## src/rtl/sdr_gap_ctr.sv

```systemverilog
module sdr_gap_ctr #(
   parameter int W   = 4,
   parameter int MAX = 10
) (
   input  logic         clk,
   input  logic         rst_n,
   input  logic         restart,
   output logic [W-1:0] gap
);

   localparam logic [W-1:0] LIM = W'(MAX);

   // cycles since the last restart, saturating; reset reads as "long ago"
   always_ff @(posedge clk) begin
      if (!rst_n)       gap <= LIM;
      else if (restart) gap <= W'(1);
      else if (gap < LIM) gap <= gap + W'(1);
   end

endmodule

```

## src/rtl/sdr_bank_slot.sv

```systemverilog
module sdr_bank_slot #(
   parameter int CNT_W   = 4,
   parameter int CNT_MAX = 10
) (
   input  logic             clk,
   input  logic             rst_n,
   input  logic             open_req,
   input  logic             close_req,
   output logic             is_open,
   output logic [CNT_W-1:0] act_gap,
   output logic [CNT_W-1:0] pre_gap
);

   logic close_live;

   assign close_live = close_req && is_open;

   always_ff @(posedge clk) begin
      if (!rst_n)         is_open <= 1'b0;
      else if (open_req)  is_open <= 1'b1;
      else if (close_req) is_open <= 1'b0;
   end

   sdr_gap_ctr #(.W(CNT_W), .MAX(CNT_MAX)) u_act_gap (
      .clk(clk), .rst_n(rst_n), .restart(open_req), .gap(act_gap)
   );

   sdr_gap_ctr #(.W(CNT_W), .MAX(CNT_MAX)) u_pre_gap (
      .clk(clk), .rst_n(rst_n), .restart(close_live), .gap(pre_gap)
   );

   AST_OPEN_AFTER_ACT: assert property (@(posedge clk) disable iff (!rst_n)
      open_req |=> is_open && act_gap == CNT_W'(1));

endmodule

```

## config.mk

```make
export PLATFORM = sky130hd
export DESIGN_NAME = sdr_bank_slot
export DESIGN_NICKNAME = d
export VERILOG_FILES = /design/src/rtl/sdr_gap_ctr.sv /design/src/rtl/sdr_bank_slot.sv
export SDC_FILE = /design/constraint.sdc
export NUM_CORES = 1
export LEC_CHECK = 0
export ABC_AREA = 1
export BUFFER_PORTS_ARGS = -buffer_cell sky130_fd_sc_hd__clkbuf_2
export CORE_AREA = 10 10 47 49
export CTS_CLUSTER_SIZE = 25
export DETAILED_ROUTE_END_ITERATION = 12
export DIE_AREA = 0 0 57 59
export PLACE_DENSITY = 0.62
export SYNTH_ARGS = -nofsm -noshare
export SYNTH_HDL_FRONTEND = slang
export SYNTH_SLANG_ARGS = --single-unit
```

## constraint.sdc

```tcl
create_clock -name clk -period 1.67 [get_ports clk]
set_input_delay 0 -clock clk [delete_from_list [all_inputs] [get_ports clk]]
set_output_delay 0 -clock clk [all_outputs]
set_load 0.01 [all_outputs]
```

After elaboration in Yosys (flattened, before gate mapping). Index checks and enable logic that the tools add are counted.

Register bits after elaboration: 9. Input bits: 4. Output and inout bits: 9. Word-level logic and storage cells: 22.

$add $sub $neg: 2. Magnitude comparators: 2. Muxes and demuxes: 6. Bitwise gates (word level): 1. Reduce and logical (&&, ||, !) cells: 6.

Operators with widths (count): 2-to-1 mux 4 bit (4); adder 4 x 1 -> 4 bit (second input constant) (2); less-than comparator 4 bit (second input constant) (2); nonzero test 2 bit (3); OR reduction 2 bit (2); 2-to-1 mux 1 bit (2); logical AND 1 bit (1); inverter 1 bit (1).

Longest topological paths before layout. Gate-level depths: netlist (run 1).

Depth after elaboration: 3. Gate-level depth with buffers: 6.

By module. From an unflattened synthesis (run 1), not the netlist that was laid out.

Cells, all modules: 68. Area total of the unflattened synthesis: 454.2 µm².

Modules (own cells, without submodules): sdr_gap_ctr (instances 2, cells an instance 30, area each 201.4 µm², seq. area each 80.1 µm²); sdr_bank_slot (instances 1, cells an instance 8, area each 51.3 µm², seq. area each 20.0 µm²).

Worst setup path after synthesis (run 1). OpenSTA, ideal clock, no wires.

Path type: flip-flop to flip-flop. Start point: register u_act_gap.gap[1]. End point: register u_act_gap.gap[1]. Arrival: 0.837 ns. Required time: 1.550 ns. Path slack: 0.713 ns. Stages on the path, launching flop included: 4. Cells stage by stage: dfxtp_1 > ha_1 > nand3_1 > nand3_1.

Longest elaborated chain between the ends: 3.

Ends and longest elaborated chain: from (decl) (line sdr_gap_ctr.sv:8) `output logic [W-1:0] gap`; from (signal assigned) (line sdr_gap_ctr.sv:17) `else if (gap < LIM) gap <= gap + W'(1);`; adder 4 x 1 -> 4 bit (line sdr_gap_ctr.sv:17); 2-to-1 mux 4 bit (line sdr_gap_ctr.sv:17); 2-to-1 mux 4 bit (line sdr_gap_ctr.sv:16) `else if (restart) gap <= W'(1);`.

Several ways; a longest one is shown, not always the timed one. The select of a mux whose other input is x is not followed. A chain may end at the register's enable or synchronous reset.

Worst setup path after layout (run 1). Ends and elaborated chain as after synthesis.

==> metrics.md, run 1 <==
| Metric | Value |
|---|---|
| Status | `finished, final reports clean` |
| Antenna violations before repair | `0` |
| Setup TNS | `0 ns` |
| GRT Util Overall | `under 10%` |
| Main combinational cell family by area after synthesis | `simple AND/OR/NAND/NOR gates` |
| Unique masters post-synth | `11` |
| Pleak | `between 0.2 and 0.3 nW` |
| RSZ-0062 raised after global routing | `no` |
| Ant diodes | `0` |
| Synthesized area | `~440 µm²` |
| CP top delay family | `flip-flops` |
| Post-Place Cells | `91` |
| CTS tree | `built` |
| Initial core utilization | `a little under a third` |
| Via count | `between 400 and 500` |
| Crit. End Element | `flip-flop` |
| Synthesized instance count | `between 60 and 70` |
| Clk sinks | `9` |
| Max Transition Viols Final | `0` |
| Max incr delay on CP | `0.43 ns` |
| Syn Area/Cell | `just under 7 µm²` |
| Drt pass-1 iters | `4` |
| Drt wl/cell | `approximately 10 µm` |
| Net count, final | `87` |
| Worst clock skew | `roughly 0.0029 ns` |
| CP Launch Type | `flip-flop` |
| Max-slew headroom | `~86%` |
| Reg clk slew, reported paths | `approximately 0.06 ns` |
| Synth Register Bits | `9` |
| Worst Path Required | `1.80 ns` |
| Sequential share of the synthesized area | `41.3%` |
| Non-filler cells, final | `between 90 and 100` |
| Main synth FF type | `dfxtp_1` |
| Final HPWL DP | `around 820 µm` |
| Simple-Gate Fraction of Synth Area | `41.8%` |
| Synth-to-layout area growth | `26.6%` |
| Ports | `13` |
| Ys async rst share | `0%` |
| Yosys top cell by area | `dfxtp_1` |
| Commonest cells in the netlist | `nand2_1 (14), nand3_1 (13), dfxtp_1 (9)` |
| Multi-input gate area | `223 µm²` |
| Vias in the first global route | `430` |
| Top post-synthesis cells by area | `dfxtp_1 (41%), nand3_1 (15%), nand2_1 (12%)` |
| Pin count of the biggest net entering global routing | `8` |
| Hold Crit Class | `in -> reg` |
| Die ar. | `3360 µm²` |
| Tightest Pin Transition | `about 0.22 ns` |
| Top-area cell type share of the netlist area | `between 40 and 50%` |
| Final Critical Period | `between 0.9 and 1 ns` |
| PD cells | `about 1000 nW/µm²` |
| Max Cap Violations | `0` |
| CTS Root Cell | `clkbuf_4` |
| Post-route ant nets | `0` |
| Yosys warns | `0` |
| Post-synthesis adder-cell area fraction | `around 5.7%` |
| Post-synth EDFFs | `0` |
| Most common cell in the netlist | `nand2_1` |
| DIE WIDTH | `57 µm` |
| Hold Vio Cnt, Final | `0` |
| Drt drc | `0` |
| Max IR drop VDD | `509 µV` |
| Crit-path cells | `ha_1, nand3_1, nand3_1` |
| Clock Latency Late Sink | `approximately 0.25 ns` |
| DR iter-0 viols | `5` |
| XOR/XNOR Fraction of Synth Area | `0%` |
| Sequential standard cell area | `between 150 and 200 µm²` |
| Core Area | `about 1400 µm²` |
| Synth Area in Compound Gates | `between 3 and 4%` |
| CP arrival | `~1.1 ns` |
| Final setup violation count | `0` |
| Final period util | `between 50 and 60%` |
| TritonCTS Buffers | `3` |
| WP buf/inv | `0` |
| Post-Syn Nets | `just under 70` |
| Routed vias/inst | `between 4 and 5` |
| Port bufs | `12` |
| Total length of routed wires | `between 900 and 1000 µm` |
| Setup repair bufs after CTS | `0` |
| Die span in y | `a little under 60 µm` |
| Critical path class | `reg -> reg` |
| Post-synthesis mux area share | `0%` |
| CTS Buffer Depth | `2` |
| CP max-delay cell | `dfxtp_1` |
| Max Clock Freq | `between 1000 and 1500 MHz` |
| Filler cells | `164` |
| Critical path peak fanout | `6` |
| Layout cell share with drive strength beyond 1 | `31.3%` |
| Crit path top cell by count | `nand3_1` |
| Final GP Congestion | `around 0.76` |
| Total gr overflow | `0` |
| H-tree depth | `1` |
| Post-CTS Resized | `0` |
| First-pass GRT wire length | `~1700 µm` |
| Number of cell rows | `14` |
## metal layers
layer | track usage [%] | routed length [µm]
met1 | 6.47 | 467
met2 | 9.77 | 436
met5 | 0 | 0
met4 | 4.03 | 10
met3 | 3.00 | 81
## state kept, by name, summed over array words and instances, names as in the netlist
signal	count
u_pre_gap.gap	4
is_open	1
u_act_gap.gap	4
## where the power goes
group / switching, W / internal, W / leakage (nW)
clock network: 0.0000680 / 0.0000916 / 0.0150
logic: 0.0000847 / 0.0000621 / 0.206
registers: 0.0000326 / 0.000239 / 0.0747
## stage by stage
stage               area [µm²]  total power (W)  setup WS [ns]  hold slack (ns)  utilization [%]
finish                     553         0.000578          0.709           0.0134             39.5
global placement           517         0.000418          0.721            0.251             36.9
CTS                        553         0.000591          0.701          0.00647             39.5
global route               553         0.000625          0.626           0.0150             39.5
detailed placement         517         0.000426          0.717            0.260             36.9
floorplan                  437         0.000371          0.713           0.0687                -
## tightest hold or removal path: stages
cell	delay (ns)
clkbuf_2	0.09
inv_1	0.03
nand2_1	0.05
a21oi_1	0.05
## final timing paths
kind	from	to	slack, ns	cells past startpoint
hold reg to reg	is_open	is_open	0.48	2
setup reg to reg	u_act_gap.gap[1]	u_act_gap.gap[1]	0.71	3
hold / removal	close_req	is_open	0.01	4
setup / recovery	u_act_gap.gap[1]	u_act_gap.gap[1]	0.71	3
## timing repair
| action | CTS | global route |
|---|---|---|
| endpoints found under the hold margin | 1 | 0 |
| hold buffers | 1 | 0 |
| setup endpoints to repair | 0 | 0 |
## kinds of logic (layout without fill, tap and decap cells)
| group | after synthesis | count (layout) |
|---|---|---|
| fa+ha+maj | 2 | 2 |
| simple gates | 40 | 40 |
| compound gates | 3 | 3 |
| buf+inv | 9 | 26 |
| flops | 9 | 9 |
## cells in the final DEF, fill, tap and decap left out
cell type	count
nand3_1	13
nor2_2	2
clkbuf_4	3
nand3_2	1
clkbuf_2	12
ha_1	2
nand2_1	14
a21oi_1	3
nand2_2	2
nor2_1	8
clkbuf_1	1
inv_1	4
inv_2	5
dlygate4sd3_1	1
dfxtp_1	9
## cell type report
type,instances,share of cell area [%]
clock buffers,4,4.75
inverters,9,6.11
multi-input cells,45,40.3
flip-flops and latches,9,32.6
well taps,16,3.62
repair buffers,13,12.7
No activity file was read; power rests on OpenSTA's default activity.
==> run 2: changes to the inputs <==
==> constraint.sdc (replaced) <==
create_clock -name clk -period 1 [get_ports clk]
set_input_delay 0 -clock clk [delete_from_list [all_inputs] [get_ports clk]]
set_output_delay 0 -clock clk [all_outputs]
set_load 0.01 [all_outputs]
==> metrics.md, run 2 (synthesis results as in run 1) <==
| Metric | Value |
|---|---|
| Number of cell rows | `14 (unchanged)` |
| Seq pwr share | `44.5% (was 47.0%)` |
| Final setup violation count | `0 (unchanged)` |
| WP buf/inv | `2 (was 0)` |
| Routed vias/inst | `4.52 (was 4.54)` |
| H-tree depth | `1 (unchanged)` |
| Highest routed metal layer | `met4 (unchanged)` |
| PD cells | `1670 nW/µm² (was 1040 nW/µm²)` |
| Top Registers | `u_act_gap.gap (4), u_pre_gap.gap (4), is_open (1) (unchanged)` |
| Final GP Congestion | `0.803 (was 0.757)` |
| Initial core utilization | `31.2% (unchanged)` |
| Hold Slack | `0.0111 ns (was 0.0134 ns)` |
| CTS Root Cell | `clkbuf_4 (unchanged)` |
| Setup TNS | `0 ns (unchanged)` |
| Max-slew headroom | `89.4% (was 85.6%)` |
| Clock Latency Late Sink | `0.25 ns (about the same)` |
| Max Transition Viols Final | `0 (unchanged)` |
| Post-route ant nets | `0 (unchanged)` |
| GRT Util Overall | `6.45% (was 6.20%)` |
| TritonCTS Buffers | `3 (unchanged)` |
| CTS tree | `built (unchanged)` |
| Critical path peak fanout | `3 (was 6)` |
| Gate power share | `28.3% (was 25.4%)` |
| Sw Ratio | `31.3% (was 32.1%)` |
| Vias in the first global route | `449 (was 430)` |
| CP Launch Type | `flip-flop (unchanged)` |
| Max Clock Freq | `roughly 1100 MHz` |
| Core Util, Final | `42.3% (was 39.5%)` |
| Clk network pwr share | `27.2% (was 27.6%)` |
| Int Power | `0.000682 W (was 0.000393 W)` |
| RSZ-0062 raised after global routing | `no (unchanged)` |
| Tot Pwr | `0.000992 W (was 0.000578 W)` |
| DR iter-0 viols | `1 (was 5)` |
| Met3 wire len | `99 µm (was 81 µm)` |
| Drt wl/cell | `9.51 µm (was 10.4 µm)` |
| Drt pass-1 iters | `2 (was 4)` |
| Reg clk slew, reported paths | `0.06 ns (about the same)` |
| Critical path class | `reg -> out (was reg -> reg)` |
| Non-filler cells, final | `101 (was 96)` |
| Max Cap Violations | `0 (unchanged)` |
| Crit-path cells | `buf_4, clkbuf_2 (was ha_1, nand3_1, nand3_1)` |
| Hold Vio Cnt, Final | `0 (unchanged)` |
| Ports | `13 (unchanged)` |
| Drt drc | `0 (unchanged)` |
| CP max-delay cell | `dfxtp_1 (unchanged)` |
| DIE WIDTH | `57 µm (unchanged)` |
| Total length of routed wires | `961 µm (was 994 µm)` |
| Layout cell share with drive strength beyond 1 | `37.6% (was 31.3%)` |
| Final HPWL DP | `801 µm (was 824 µm)` |
| Hold Crit Class | `in -> reg (unchanged)` |
| Via count | `457 (was 436)` |
| Ant diodes | `0 (unchanged)` |
| CP top delay family | `flip-flops (unchanged)` |
| Die span in y | `59 µm (unchanged)` |
| Worst clock skew | `0.00158 ns (was 0.00287 ns)` |
| Clk sinks | `9 (unchanged)` |
| Worst Path Required | `1.00 ns (was 1.80 ns)` |
| Crit. End Element | `primary output (was flip-flop)` |
| Status | `finished, final reports clean (unchanged)` |
| Switch Pwr | `0.000310 W (was 0.000185 W)` |
| CP arrival | `0.89 ns (was 1.10 ns)` |
| Net count, final | `92 (was 87)` |
| Core Area | `1400 µm² (unchanged)` |
| Tightest Pin Transition | `0.159 ns (was 0.216 ns)` |
| Final Critical Period | `~0.89 ns` |
| Met2 wire len | `399 µm (was 436 µm)` |
| Pleak | `0.321 nW (was 0.296 nW)` |
| First-pass GRT wire length | `1710 µm (was 1680 µm)` |
| Antenna violations before repair | `0 (unchanged)` |
| Max IR drop VDD | `702 µV (was 509 µV)` |
| Total gr overflow | `0 (unchanged)` |
| Max incr delay on CP | `0.37 ns (was 0.43 ns)` |
| Port bufs | `12 (unchanged)` |
| Synth-to-layout area growth | `35.8% (was 26.6%)` |
| CTS Buffer Depth | `2 (unchanged)` |
| Setup repair bufs after CTS | `0 (unchanged)` |
| Metal-1 WL | `450 µm (was 467 µm)` |
| Die ar. | `3360 µm² (unchanged)` |
| Commonest non-fill, non-tap cell in the layout | `nand2_1 (unchanged)` |
| Commonest non-fill, non-tap cells in the layout | `nand2_1 (14), nand3_1 (13), clkbuf_2 (12) (unchanged)` |
| Final period util | `between 80% and 90%` |
| Post-Place Cells | `96 (was 91)` |
| Pin count of the biggest net entering global routing | `8 (unchanged)` |
run 2: changes by cell type in the layout (fill, tap and decap cells not counted):
cell     delta
dfxtp_2     +2
buf_4       +5
dfxtp_1     -2
run 2: worst register-to-register path, delay by kind of cell, from the launching register on:
kind / cells / cell delay [ns]
adder cells (fa/ha/maj): 1 / 0.24
flip-flops: 1 / 0.38
AND/OR/NAND/NOR: 2 / 0.15
run 2: through the flow:
step	instance area [µm²]	worst slack, ns
finish	593	0.112
global route	593	0.0173
CTS	591	0.0361
detailed placement	554	0.0460
global placement	554	0.0948
floorplan	437	0.0428
run 2: path summary, 6_finish.rpt:
| kind | start | end | slack [ns] | cells after the start |
|---|---|---|---|---|
| max | u_act_gap.gap[2] | act_gap[2] | 0.11 | 2 |
| min | close_req | is_open | 0.01 | 4 |
| max reg2reg | u_act_gap.gap[1] | u_act_gap.gap[1] | 0.12 | 3 |
| min reg2reg | is_open | is_open | 0.48 | 2 |
run 2: layer usage:
layer	track usage (%)	up-vias
met5	0	-
met4	5.03	0
met3	3.86	2
met2	8.99	13
li1	-	244
met1	6.93	198
run 2: area by class of cell:
class                           instances  area, µm²
Tap cell                               16       20.0
Inverter                                9       33.8
Multi-Input combinational cell         45        223
Fill cell                             150        808
Clock buffer                            4       26.3
Timing Repair Buffer                   18        108
Sequential cell                         9        183
run 2: power groups by stage:
stage	registers, W	clock network, W	logic (W)
final	0.000442	0.000270	0.000281
after global routing	0.000449	0.000316	0.000329
after CTS	0.000438	0.000286	0.000287
after detailed placement	0.000447	0	0.000283
after global placement	0.000444	0	0.000281
after floorplan	0.000471	0	0.000148
run 2: what timing repair did:
action | 4_1_cts | 5_1_grt
gates resized for setup | 0 | 2
hold buffers | 1 | 0
hold endpoints to repair | 2 | 0
setup endpoints to repair | 0 | 4
